## src/rtl/vip_pkg.sv

```systemverilog
package vip_pkg;
  localparam int NPATH = 2;
  localparam int ADDR_W = 3;
  localparam logic [ADDR_W-1:0] A_MATCH1 = 3'd0;
  localparam logic [ADDR_W-1:0] A_MASK1  = 3'd1;
  localparam logic [ADDR_W-1:0] A_FLAG1  = 3'd2;
  localparam logic [ADDR_W-1:0] A_MATCH2 = 3'd3;
  localparam logic [ADDR_W-1:0] A_MASK2  = 3'd4;
  localparam logic [ADDR_W-1:0] A_FLAG2  = 3'd5;
  localparam logic [ADDR_W-1:0] A_VECT   = 3'd6;
  localparam int PATH_STRIDE = 3;
endpackage

```

## src/rtl/vip_path.sv

```systemverilog
module vip_path
  import vip_pkg::*;
#(
  parameter int DW = 8,
  parameter logic [ADDR_W-1:0] BASE = '0
) (
  input  logic              clk,
  input  logic              rst,
  input  logic              wr_en,
  input  logic              rd_en,
  input  logic [ADDR_W-1:0] addr,
  input  logic [DW-1:0]     wdata,
  input  logic              rx_valid,
  input  logic [DW-1:0]     rx_byte,
  output logic [DW-1:0]     match_q,
  output logic [DW-1:0]     mask_q,
  output logic              flag_q,
  output logic              hit_ev,
  output logic              clr_ev
);
  localparam logic [ADDR_W-1:0] A_MATCH = BASE;
  localparam logic [ADDR_W-1:0] A_MASK  = BASE + ADDR_W'(1);
  localparam logic [ADDR_W-1:0] A_FLAG  = BASE + ADDR_W'(2);

  function automatic logic masked_hit(input logic [DW-1:0] rx,
                                      input logic [DW-1:0] ref_b,
                                      input logic [DW-1:0] dont_care);
    logic [DW-1:0] diff;
    diff = (rx ^ ref_b) & ~dont_care;
    return diff == '0;
  endfunction

  assign hit_ev = rx_valid && masked_hit(rx_byte, match_q, mask_q);
  assign clr_ev = rd_en && (addr == A_FLAG);

  always_ff @(posedge clk) begin
    if (rst) begin
      match_q <= '0;
      mask_q  <= '0;
      flag_q  <= 1'b0;
    end else begin
      if (wr_en && addr == A_MATCH) match_q <= wdata;
      if (wr_en && addr == A_MASK)  mask_q  <= wdata;
      if (hit_ev)      flag_q <= 1'b1;
      else if (clr_ev) flag_q <= 1'b0;
    end
  end
endmodule

```

## src/rtl/vip_vect.sv

```systemverilog
module vip_vect
  import vip_pkg::*;
#(
  parameter int DW = 8
) (
  input  logic              clk,
  input  logic              rst,
  input  logic              wr_en,
  input  logic [ADDR_W-1:0] addr,
  input  logic [DW-1:NPATH] wdata_hi,
  input  logic [NPATH-1:0]  flags,
  output logic [DW-1:0]     vector
);
  logic [DW-1:NPATH] vhi_q;

  always_ff @(posedge clk) begin
    if (rst) vhi_q <= '0;
    else if (wr_en && addr == A_VECT) vhi_q <= wdata_hi;
  end

  assign vector = {vhi_q, flags};
endmodule

```

## src/rtl/vip_rdmux.sv

```systemverilog
module vip_rdmux
  import vip_pkg::*;
#(
  parameter int DW = 8
) (
  input  logic                       rd_en,
  input  logic                       iack,
  input  logic [ADDR_W-1:0]          addr,
  input  logic [NPATH-1:0][DW-1:0]   match_q,
  input  logic [NPATH-1:0][DW-1:0]   mask_q,
  input  logic [NPATH-1:0]           flags,
  input  logic [DW-1:0]              vector,
  output logic [DW-1:0]              rdata,
  output logic                       rdata_oe
);
  logic [DW-1:0] reg_val;

  always_comb begin
    reg_val = '0;
    unique case (addr)
      A_MATCH1: reg_val = match_q[0];
      A_MASK1:  reg_val = mask_q[0];
      A_FLAG1:  reg_val = {{(DW-1){1'b0}}, flags[0]};
      A_MATCH2: reg_val = match_q[1];
      A_MASK2:  reg_val = mask_q[1];
      A_FLAG2:  reg_val = {{(DW-1){1'b0}}, flags[1]};
      A_VECT:   reg_val = vector;
      default:  reg_val = '0;
    endcase
  end

  always_comb begin
    rdata_oe = iack || rd_en;
    if (iack)       rdata = vector;
    else if (rd_en) rdata = reg_val;
    else            rdata = '0;
  end
endmodule

```

## src/rtl/vec_irq_unit.sv

```systemverilog
module vec_irq_unit
  import vip_pkg::*;
#(
  parameter int DW = 8
) (
  input  logic              clk,
  input  logic              rst,
  input  logic              cs,
  input  logic              wr,
  input  logic              rd,
  input  logic [ADDR_W-1:0] addr,
  input  logic [DW-1:0]     wdata,
  output logic [DW-1:0]     rdata,
  output logic              rdata_oe,
  input  logic              iack,
  input  logic [NPATH-1:0]  rx_valid,
  input  logic [NPATH*DW-1:0] rx_data,
  output logic              irq
);
  logic wr_en, rd_en;
  logic [NPATH-1:0]         hit_ev, clr_ev, flag;
  logic [NPATH-1:0][DW-1:0] match_q, mask_q;
  logic [DW-1:0]            vector;

  assign wr_en = cs && wr;
  assign rd_en = cs && rd;

  for (genvar p = 0; p < NPATH; p++) begin : g_path
    vip_path #(
      .DW(DW),
      .BASE(ADDR_W'(p * PATH_STRIDE))
    ) u_path (
      .clk(clk), .rst(rst), .wr_en(wr_en), .rd_en(rd_en), .addr(addr),
      .wdata(wdata), .rx_valid(rx_valid[p]),
      .rx_byte(rx_data[p*DW +: DW]),
      .match_q(match_q[p]), .mask_q(mask_q[p]), .flag_q(flag[p]),
      .hit_ev(hit_ev[p]), .clr_ev(clr_ev[p])
    );
  end

  vip_vect #(.DW(DW)) u_vect (
    .clk(clk), .rst(rst), .wr_en(wr_en), .addr(addr),
    .wdata_hi(wdata[DW-1:NPATH]), .flags(flag), .vector(vector)
  );

  vip_rdmux #(.DW(DW)) u_rdmux (
    .rd_en(rd_en), .iack(iack), .addr(addr), .match_q(match_q),
    .mask_q(mask_q), .flags(flag), .vector(vector),
    .rdata(rdata), .rdata_oe(rdata_oe)
  );

  assign irq = |flag;
endmodule

```

## config.mk

```make
export PLATFORM = sky130hd
export DESIGN_NAME = vec_irq_unit
export DESIGN_NICKNAME = d
export VERILOG_FILES = /design/src/rtl/vip_pkg.sv /design/src/rtl/vip_path.sv /design/src/rtl/vip_vect.sv /design/src/rtl/vip_rdmux.sv /design/src/rtl/vec_irq_unit.sv
export SDC_FILE = /design/constraint.sdc
export NUM_CORES = 1
export LEC_CHECK = 0
export BUFFER_PORTS_ARGS = -buffer_cell sky130_fd_sc_hd__buf_2
export CAP_MARGIN = 20
export CELL_PAD_IN_SITES_DETAIL_PLACEMENT = 0
export CELL_PAD_IN_SITES_GLOBAL_PLACEMENT = 1
export CORE_MARGIN = 5
export CORE_UTILIZATION = 44
export CTS_CLUSTER_DIAMETER = 30
export CTS_CLUSTER_SIZE = 12
export DETAILED_ROUTE_END_ITERATION = 10
export PLACE_DENSITY_LB_ADDON = 0.1
export SYNTH_ARGS = -nofsm -noshare
export SYNTH_HDL_FRONTEND = slang
export SYNTH_HIERARCHICAL = 1
export SYNTH_SLANG_ARGS = --single-unit
export TNS_END_PERCENT = 10
```

## constraint.sdc

```tcl
create_clock -name clk -period 4 [get_ports clk]
set_clock_uncertainty 0.2 [all_clocks]
set_input_delay 0.4 -clock clk [delete_from_list [all_inputs] [get_ports clk]]
set_output_delay 0.4 -clock clk [all_outputs]
set_load 0.02 [all_outputs]
```

Yosys cells after proc, flatten, opt, wreduce, memory -nomap -nowiden --
Index checks and enable logic that the tools add are counted.
Word-level totals: register bits after elaboration 40, bits of input ports 35, logic and storage cells 44
Operators by class: equal/unequal tests 6, mux-type cells 7, bitwise logic cells 6, reductions and logical operators 18
Operator list (count):
- $pmux W8 S7 | 1
- $and A8 B8 Y8 | 2
- $logic_not A8 Y1 | 2
- $mux W8 | 2
- $not A8 Y8 | 2
- $xor A8 B8 Y8 | 2
- $logic_and A1 B1 Y1 | 11
- $eq A3 B3 Y1 const B | 3
- $eq A3 B2 Y1 const B | 2
- $mux W1 | 4
- $reduce_bool A2 Y1 | 2
- $eq A3 B1 Y1 const B | 1
- $logic_not A3 Y1 | 1
- $reduce_or A2 Y1 | 1
- $logic_or A1 B1 Y1 | 1

Logic depth before layout (Yosys ltp) --
Gate-level depths: netlist of run 1.
word-level depth 5, depth in mapped cells 5

Modules after synthesis --
The synthesis of run 1 kept the hierarchy.
By module, submodules not included:
- vip_path at g_path[0].u_path | times used 1, cells each 82, area each 763.2 sq um
- vip_path at g_path[1].u_path | times used 1, cells each 83, area each 745.7 sq um
- vip_rdmux | times used 1, cells each 52, area each 444.2 sq um
- vip_vect | times used 1, cells each 29, area each 295.3 sq um
- vec_irq_unit | times used 1, cells each 3, area each 18.8 sq um

Worst setup path after synthesis of run 1 --
No wires, ideal clock.
path kind input-to-output, start input addr[0], end output rdata[3], arrival 1.328 ns, required time 3.400 ns, slack 2.072 ns, cell stages on the path 4, cell sequence buf_2 > or3b_1 > a211oi_1 > a211o_1
On the way: cells in the longest elaborated chain, start to end 4, elaborated cells between the ends (all ways) 10
Ends and longest elaborated chain:
- start: declaration | RTL line vec_irq_unit.sv:11 | input logic [ADDR_W-1:0] addr,
- $eq A3 B3 Y1 (tied with other cells) | RTL line vip_rdmux.sv:20 | unique case (addr)
- $pmux W8 S7 * | RTL line vip_rdmux.sv:20
- $mux W8 * | RTL line vip_rdmux.sv:35 | else if (rd_en) rdata = reg_val;
- $mux W8 * | RTL line vip_rdmux.sv:34 | if (iack) rdata = vector;
- end: declaration | RTL line vec_irq_unit.sv:13 | output logic [DW-1:0] rdata,
Mark *: on every way between the ends. The rest lies on a longest branch, timed or not.

Worst setup path after layout of run 1 --
start input addr[1], end output rdata[0]
The elaborated chain is that of the path after synthesis.

==> run metrics, run 1 <==
vias in the first global route about 1700; post-cts resize count 0; Worst Path Class, Setup in2out; Tmin final between 2 and 2.5 ns; clock tree root driver cell clkbuf_8; first-pass detailed-route iteration total 4; power per cell area 318.5 nW/um2; Slowest-stage cell, CP buf_2; met1 Track Usage GR 27.45%; Seq pwr share 49.3%; Final Max Tran Viols 0; CP startpoint kind input port; layout cell share with drive strength beyond 1 22.89%; Floorplan Core Area approximately 5000 um2; endpoints failing setup 0; Critical Path Start addr[1]; routed len/inst 16.10 um; GRT Overall Usage between 15 and 20%; Post-Route Setup TNS 0 ns; Via-to-Cell Ratio around 5.2; Layout area overhead 14.84%; Required @ worst endpoint roughly 3.4 ns; met3 usage under 10%; CP endpoint kind output port; RSZ-0062 raised after global routing false; outcome finished clean; Fillers 522; worst skew pair latency 0.29 ns; CTS Buf Count 5; post-route cell area about 2600 um2; R2R cell count 4; worst hold path class in2reg; crit-path max FO 24; Die Y approximately 82 um; hpwl dp 4212 um; R2R Path Start g_path[0].u_path/match_q[7]$_SDFFE_PP0P_; Ys Warns 6; Logic pwr share a little under an eighth; slack of the worst reg-to-reg path 2.45 ns; Final #Nets about 320; pin count of the biggest net entering global routing between 40 and 50; GR Overflow Total 0; Critical Path, Cell by Cell buf_2 > mux2_4 > a211o_1 > a221o_1 > buf_2; switching power between 0.00015 and 0.0002 W; die width about 80 um; met2 Use GR 25.65%; CTS tree built; FF-to-FF End g_path[0].u_path/flag_q$_SDFFE_PP0P_; Residual DRC 0; hold_buf cts 0; GPL Wtd Cong ~0.76; Vias about 1900; critical path endpoint rdata[0]; maxcap violations 0; Slew headroom a little over two fifths; peak supply drop roughly 150 uV; first-pass GRT wire length approximately 9000 um; Setup Buffers After CTS 0; DRT antenna net count 0; Reg area 800.8 um2; post-synthesis net count about 280; final WL between 5000 and 6000 um; Worst path max stage delay between 0.4 and 0.5 ns; slew at the pin closest to its max-slew limit around 0.85 ns; Min-Delay Startpoint wdata[1]; post-layout power approximately 0.00083 W; Reg clk slew, reported paths around 0.080 ns; CTS sink cnt 40; Final period util 62.46%; P_int between 0.0006 and 0.0007 W; Syn Area/Cell ~9.1 um2; area of the multi-input gates 1368 um2; Cells after Synth 247; max frequency roughly 0.4 GHz; Starting Density between 40% and 50%; Post-DP Area around 2500 um2; switching share of power about a quarter; Clk pwr share between 30 and 40%; final hold vios 0; Ports 45; Leakage roughly 0.97 nW; post-synthesis cell area between 2000 and 2500 um2; initial antenna violation count 0; Starting DRT DRC Count between 100 and 150; row count 26; # H-tree levels 2; Clock Tree Buf Depth 2; gr busiest metal met1; worst path arrival time around 1.9 ns; antenna cells 0; crit-path most repeated cell buf_2; die area between 6000 and 7000 um2; number of port buffers 44
## how the worst min path moves through the flow
stage	to	cells after the start
2_1_floorplan	u_vect/vhi_q[6]$_SDFFE_PP0P_	2
3_3_place_gp	u_vect/vhi_q[2]$_SDFFE_PP0P_	2
3_5_place_dp	u_vect/vhi_q[2]$_SDFFE_PP0P_	2
4_1_cts	g_path[0].u_path/match_q[1]$_SDFFE_PP0P_	3
5_1_grt	g_path[0].u_path/match_q[1]$_SDFFE_PP0P_	3
6_report	g_path[0].u_path/match_q[1]$_SDFFE_PP0P_	3
## state kept, by name (all words and copies together), names as in the netlist
signal                 flops
g_path.u_path/mask_q      16
g_path.u_path/match_q     16
u_vect/vhi_q               6
g_path.u_path/flag_q       2
## through the flow
step | std cells | hold slack [ns] | setup WS [ns] | utilization (%)
after floorplan | 247 | 0.2484 | 2.072 | -
after global placement | 346 | 0.2605 | 1.522 | 49.33
after detailed placement | 346 | 0.2652 | 1.511 | 49.33
after CTS | 354 | 0.1706 | 1.511 | 51.46
after global routing | 354 | 0.1795 | 1.446 | 51.46
final | 354 | 0.1827 | 1.502 | 51.46
## critical path: cells and delay by family
family | cells | cell delay, ns
buffers and inverters | 2 | 0.61
AO/OA/AOI/OAI | 2 | 0.54
multiplexers | 1 | 0.34
## power by group through the flow
| stage | registers (W) | clock network, W | logic (W) |
|---|---|---|---|
| after floorplan | 0.000415 | 0 | 0.0000582 |
| after global placement | 0.000417 | 0 | 0.0000960 |
| final | 0.000407 | 0.000323 | 0.0000966 |
| after CTS | 0.000407 | 0.000331 | 0.0000965 |
| after detailed placement | 0.000417 | 0 | 0.0000965 |
| after global routing | 0.000408 | 0.000352 | 0.000105 |
## layout make-up
class | instances | area share, %
clock inverters | 2 | 1.350
multi-input cells | 190 | 52.70
inverters | 1 | 0.1446
clock buffers | 6 | 2.797
well taps | 70 | 3.375
repair buffers | 45 | 8.775
flip-flops and latches | 40 | 30.86
## layer usage
layer	part of all wire, %	routed length, um
met1	51	2894
met2	43	2477
met3	4.7	269
met4	1.0	58
met5	0	0
## cells in the final DEF, fill, tap and decap left out, types with 3 or more instances in the layout
master and count:
a21oi_1 17, a22o_1 6, buf_2 44, clkbuf_8 5, dfxtp_1 40, mux2i_1 34
nand2_1 32, nand2b_1 16, nand3b_1 3, nor2_1 17, o21ai_1 4, o22ai_1 10
xnor2_1 16
No activity file was read; power rests on OpenSTA's default activity.
==> inputs of run 2 (changes only) <==
CORE_UTILIZATION = 37   (was 44)
clock period = 2 ns   (was 4 ns; I/O delays follow)
==> run 2 against run 1 <==
The flow now finishes with violations (setup timing). Clock-buffer cell count decreased by 1. Via count increased by 2.1%. Sequential share of layout area decreased by 1.8 points. Cell area increased by 6.9%. Power increased by 88%. Combinational power increased by 130%. Routed wire length increased by 9.3%. Non-clock buffer count increased by 20. Critical endpoint unchanged. Largest cell class unchanged.
==> run metrics, run 2 (synthesis results as in run 1) <==
outcome complete, but fails checks; failing checks setup timing; Final #Nets between 300 and 400; antenna cells 0; final hold vios 0; hold depth 3; Non-Filler Instances about 380; row count 28; peak supply drop 408.5 uV; Final period util 100.3%; Fillers 607; CP endpoint kind output port; pin count of the biggest net entering global routing 30; Via-to-Cell Ratio roughly 5; vias in the first global route 1849; power per cell area between 500 and 600 nW/um2; DRT antenna net count 0; most common cell after layout, fill and taps aside buf_2; Final Max Tran Viols 0; max frequency about 0.50 GHz; layout cell share with drive strength beyond 1 27.72%; CTS Buf Count 5; worst hold path class in2reg; final core utilization between 40% and 50%; die width 88.15 um; GRT Overall Usage between 15 and 20%; DP Worst Slack approximately 0.15 ns; RSZ-0062 raised after global routing true; first-pass GRT wire length 9708 um; setup slack of the critical path after layout -0.005603 ns; Starting DRT DRC Count roughly 110; number of port buffers 44; crit-path max FO 2; # H-tree levels 2; Clock Tree Buf Depth 2; R2R cell count 4; slew at the pin closest to its max-slew limit between 0.5 and 0.6 ns; Post-DP Area around 2600 um2; routed len/inst between 15 and 20 um; CTS sink cnt 40; Layout area overhead 22.81%; GR Overflow Total 0; # placed instances 363; final WL 6229 um; hpwl dp approximately 4700 um; Residual DRC 0; Die Y slightly below 90 um; endpoints failing setup 1; clock tree root driver cell clkbuf_8; Worst Path Class, Setup reg2out; Ports 45; GPL Wtd Cong around 0.8; Slew headroom ~60%; Tmin final 2.006 ns; CP startpoint kind flop; die area between 7000 and 8000 um2; worst skew pair latency just under 0.3 ns; first-pass detailed-route iteration total 4; Post-Route Setup TNS -0.005603 ns; Starting Density between 30% and 40%; most frequent cells in the layout 42 x buf_2, 37 x dfxtp_1, 34 x mux2i_1; CTS tree built; Floorplan Core Area ~5900 um2; maxcap violations 0; worst path arrival time 1.61 ns; Required @ worst endpoint about 1.6 ns; largest registers g_path.u_path/mask_q x16, g_path.u_path/match_q x16, u_vect/vhi_q x6; Leakage roughly 1.1 nW; post-route cell area 2775 um2; Vias 1890; initial antenna violation count 0; Reg clk slew, reported paths ~0.080 ns
-- run 2: worst paths after layout --
path                                                                from                                        to  slack [ns]
worst max-delay path            g_path[0].u_path/match_q[0]$_SDFFE_PP0P_                                  rdata[0]      -0.006
worst min-delay path                                            wdata[5]  g_path[0].u_path/match_q[5]$_SDFFE_PP0P_       0.007
worst min register to register              u_vect/vhi_q[5]$_SDFFE_PP0P_              u_vect/vhi_q[5]$_SDFFE_PP0P_        0.28
worst max register to register  g_path[0].u_path/match_q[1]$_SDFFE_PP0P_      g_path[0].u_path/flag_q$_SDFFE_PP0P_        0.47
-- run 2: per-layer routing --
metal / global-route usage (%) / up-vias / wire [um]
li1: - / 983 / -
met1: 25.30 / 863 / 3185
met2: 23.56 / 39 / 2629
met3: 3.763 / 5 / 354
met4: 4.121 / 0 / 59
met5: 0 / - / 0
-- run 2: timing repair --
item	4_1_cts	5_1_grt
gates resized for setup	6	3
pin swaps	0	0
hold buffers	6	0
cloned	0	0
setup buffers	2	0
endpoints found under the hold margin	10	0
endpoints found under the setup margin	2	2
-- run 2: through the flow --
stage               hold WS (ns)   power, W
floorplan                 0.1360  0.0009467
global placement          0.2631   0.001047
detailed placement        0.2641   0.001047
CTS                    0.0008953   0.001574
global route             0.01010   0.001626
finish                  0.006820   0.001553
-- run 2: layout make-up --
class                   instances  area (um2)  share of cell area, %
clock buffers                   5       68.82                  2.480
clock inverters                 2       12.51                 0.4509
inverters                       1       3.754                 0.1353
multi-input cells             190        1375                  49.55
flip-flops and latches         40       807.0                  29.08
well taps                      75       93.84                  3.381
repair buffers                 65       414.1                  14.92
-- run 2: worst max-delay path: stages, from the launching register on --
cell,delay (ns)
dfxtp_2,0.34
mux2_4,0.26
a211o_1,0.27
a221o_1,0.31
buf_6,0.14
-- run 2: power breakdown --
group          internal [W]  switching, W
Clock              0.000236      0.000281
Sequential         0.000804    0.00000864
Combinational      0.000107      0.000115
Total               0.00115      0.000405
==> inputs of run 3 (changes only) <==
BUFFER_PORTS_ARGS = default   (was -buffer_cell sky130_fd_sc_hd__buf_2)
CELL_PAD_IN_SITES_DETAIL_PLACEMENT = default   (was 0)
CELL_PAD_IN_SITES_GLOBAL_PLACEMENT = default   (was 1)
CORE_UTILIZATION = 45   (was 37)
DONT_BUFFER_PORTS = 1   (was default)
PLACE_DENSITY_LB_ADDON = default   (was 0.1)
==> run 3 against run 2 <==
Core utilization increased by 6.5 points. Non-clock buffer count decreased by 49. Cell area decreased by 8.0%. Largest power group unchanged. Setup slack improved by 0.041 ns. Critical path type unchanged. Critical endpoint unchanged. Worst hold slack improved by 0.0037 ns. Largest cell class unchanged. The flow now finishes without violations. Fmax increased by 2.1%.
==> run metrics, run 3 (synthesis results as in run 1) <==
Ports 45; endpoints failing setup 0; CP startpoint kind flop; pin count of the biggest net entering global routing around 50; Vias approximately 1800; initial antenna violation count 0; final WL between 6000 and 7000 um; outcome finished clean; DP Worst Slack between 0.3 and 0.4 ns; Worst Path Class, Setup reg2out; antenna cells 0; Slew headroom approximately 63%; Post-DP Area approximately 2300 um2; GR Overflow Total 0; Reg clk slew, reported paths approximately 0.08 ns; Non-Filler Instances between 300 and 400; Via-to-Cell Ratio about 5.7; first-pass detailed-route iteration total 4; post-layout power between 0.0015 and 0.002 W; CTS tree built; clock tree root driver cell clkbuf_8; CP endpoint kind output port; GPL Wtd Cong around 0.77; Die Y ~81 um; post-route cell area roughly 2600 um2; Tmin final roughly 2 ns; GRT Overall Usage roughly a fifth; Final period util a little over nine tenths; die width 80.86 um; number of port buffers 0; routed len/inst between 15 and 20 um; Required @ worst endpoint about 1.6 ns; worst path arrival time between 1.5 and 2 ns; Leakage a little under 0.9 nW; die area roughly 6500 um2; first-pass GRT wire length slightly below 10000 um; Residual DRC 0; CTS sink cnt 40; Layout area overhead 13.01%; Clock Tree Buf Depth 2; DRT antenna net count 0; Floorplan Core Area about 4800 um2; Starting Density a little under half; power per cell area a little under 700 nW/um2; max frequency ~0.51 GHz; hpwl dp about 4200 um; CTS Buf Count 5; largest registers g_path.u_path/mask_q x16, g_path.u_path/match_q x16, u_vect/vhi_q x6; row count 25; worst hold path class in2reg; slew at the pin closest to its max-slew limit around 0.56 ns; vias in the first global route around 1800; # placed instances ~300; Starting DRT DRC Count roughly 110; peak supply drop slightly below 400 uV; layout cell share with drive strength beyond 1 about a tenth; maxcap violations 0; # H-tree levels 2; Setup Buffers After CTS 0; most frequent cells in the layout 39 x dfxtp_1, 34 x mux2i_1, 32 x nand2_1; setup slack of the critical path after layout between 0.03 and 0.04 ns; Final Max Tran Viols 0; crit-path max FO 3; Final #Nets between 200 and 300; final hold vios 0; worst skew pair latency between 0.2 and 0.3 ns; final core utilization a little over half; most common cell after layout, fill and taps aside dfxtp_1
## run 3: cell count changes in the layout (fill, tap and decap cells not counted), sizes merged
cell	before	now
bufinv	0	2
dlygate4sd3	6	12
buf	59	4
clkinvlp	1	0
clkinv	1	0
## run 3: layout make-up
cell class,instances,area [um2]
fillers,489,2232
multi-input cells,190,1373
flip-flops and latches,40,802.0
repair buffers,16,162.7
well taps,67,83.83
clock buffers,5,68.82
clock inverters,2,60.06
inverters,1,3.754
## run 3: where the power goes
part           internal, W  leakage, nW  switching, W
registers         0.000806        0.323    0.00000863
clock network     0.000491       0.0642      0.000276
logic            0.0000807        0.481     0.0000807
total              0.00138        0.868      0.000365
## run 3: what timing repair did
item	in CTS	in global routing
resized for setup	0	2
hold buffers	13	0
endpoints found under the hold margin	40	0
setup endpoints to repair	0	1
## run 3: critical path: stages (launching register included)
cell and delay [ns]:
dfxtp_1 0.35, mux2_4 0.27, a211o_1 0.26, a221o_1 0.39
## run 3: metal layers
metal / global-route usage, % / wire, um / part of all wire, %
met1: 28.70 / 2882 / 47
met2: 30.79 / 2797 / 46
met3: 4.656 / 422 / 6.9
met4: 4.054 / 42 / 0.68
met5: 0 / 0 / 0
## run 3: stage by stage
step | hold WS [ns] | setup TNS, ns
after floorplan | 0.1360 | 0
after global placement | 0.07492 | 0
after detailed placement | 0.07886 | 0
after CTS | 0.006572 | 0
after global routing | 0.002331 | -0.01596
final | 0.01049 | 0
## run 3: worst paths after layout
path | cells past startpoint | from | slack (ns) | to
setup / recovery | 3 | g_path[0].u_path/match_q[0]$_SDFFE_PP0P_ | 0.04 | rdata[0]
hold / removal | 2 | rst | 0.01 | g_path[1].u_path/mask_q[6]$_SDFFE_PP0P_
setup reg to reg | 4 | g_path[0].u_path/match_q[7]$_SDFFE_PP0P_ | 0.46 | g_path[0].u_path/flag_q$_SDFFE_PP0P_
hold reg to reg | 2 | u_vect/vhi_q[7]$_SDFFE_PP0P_ | 0.28 | u_vect/vhi_q[7]$_SDFFE_PP0P_
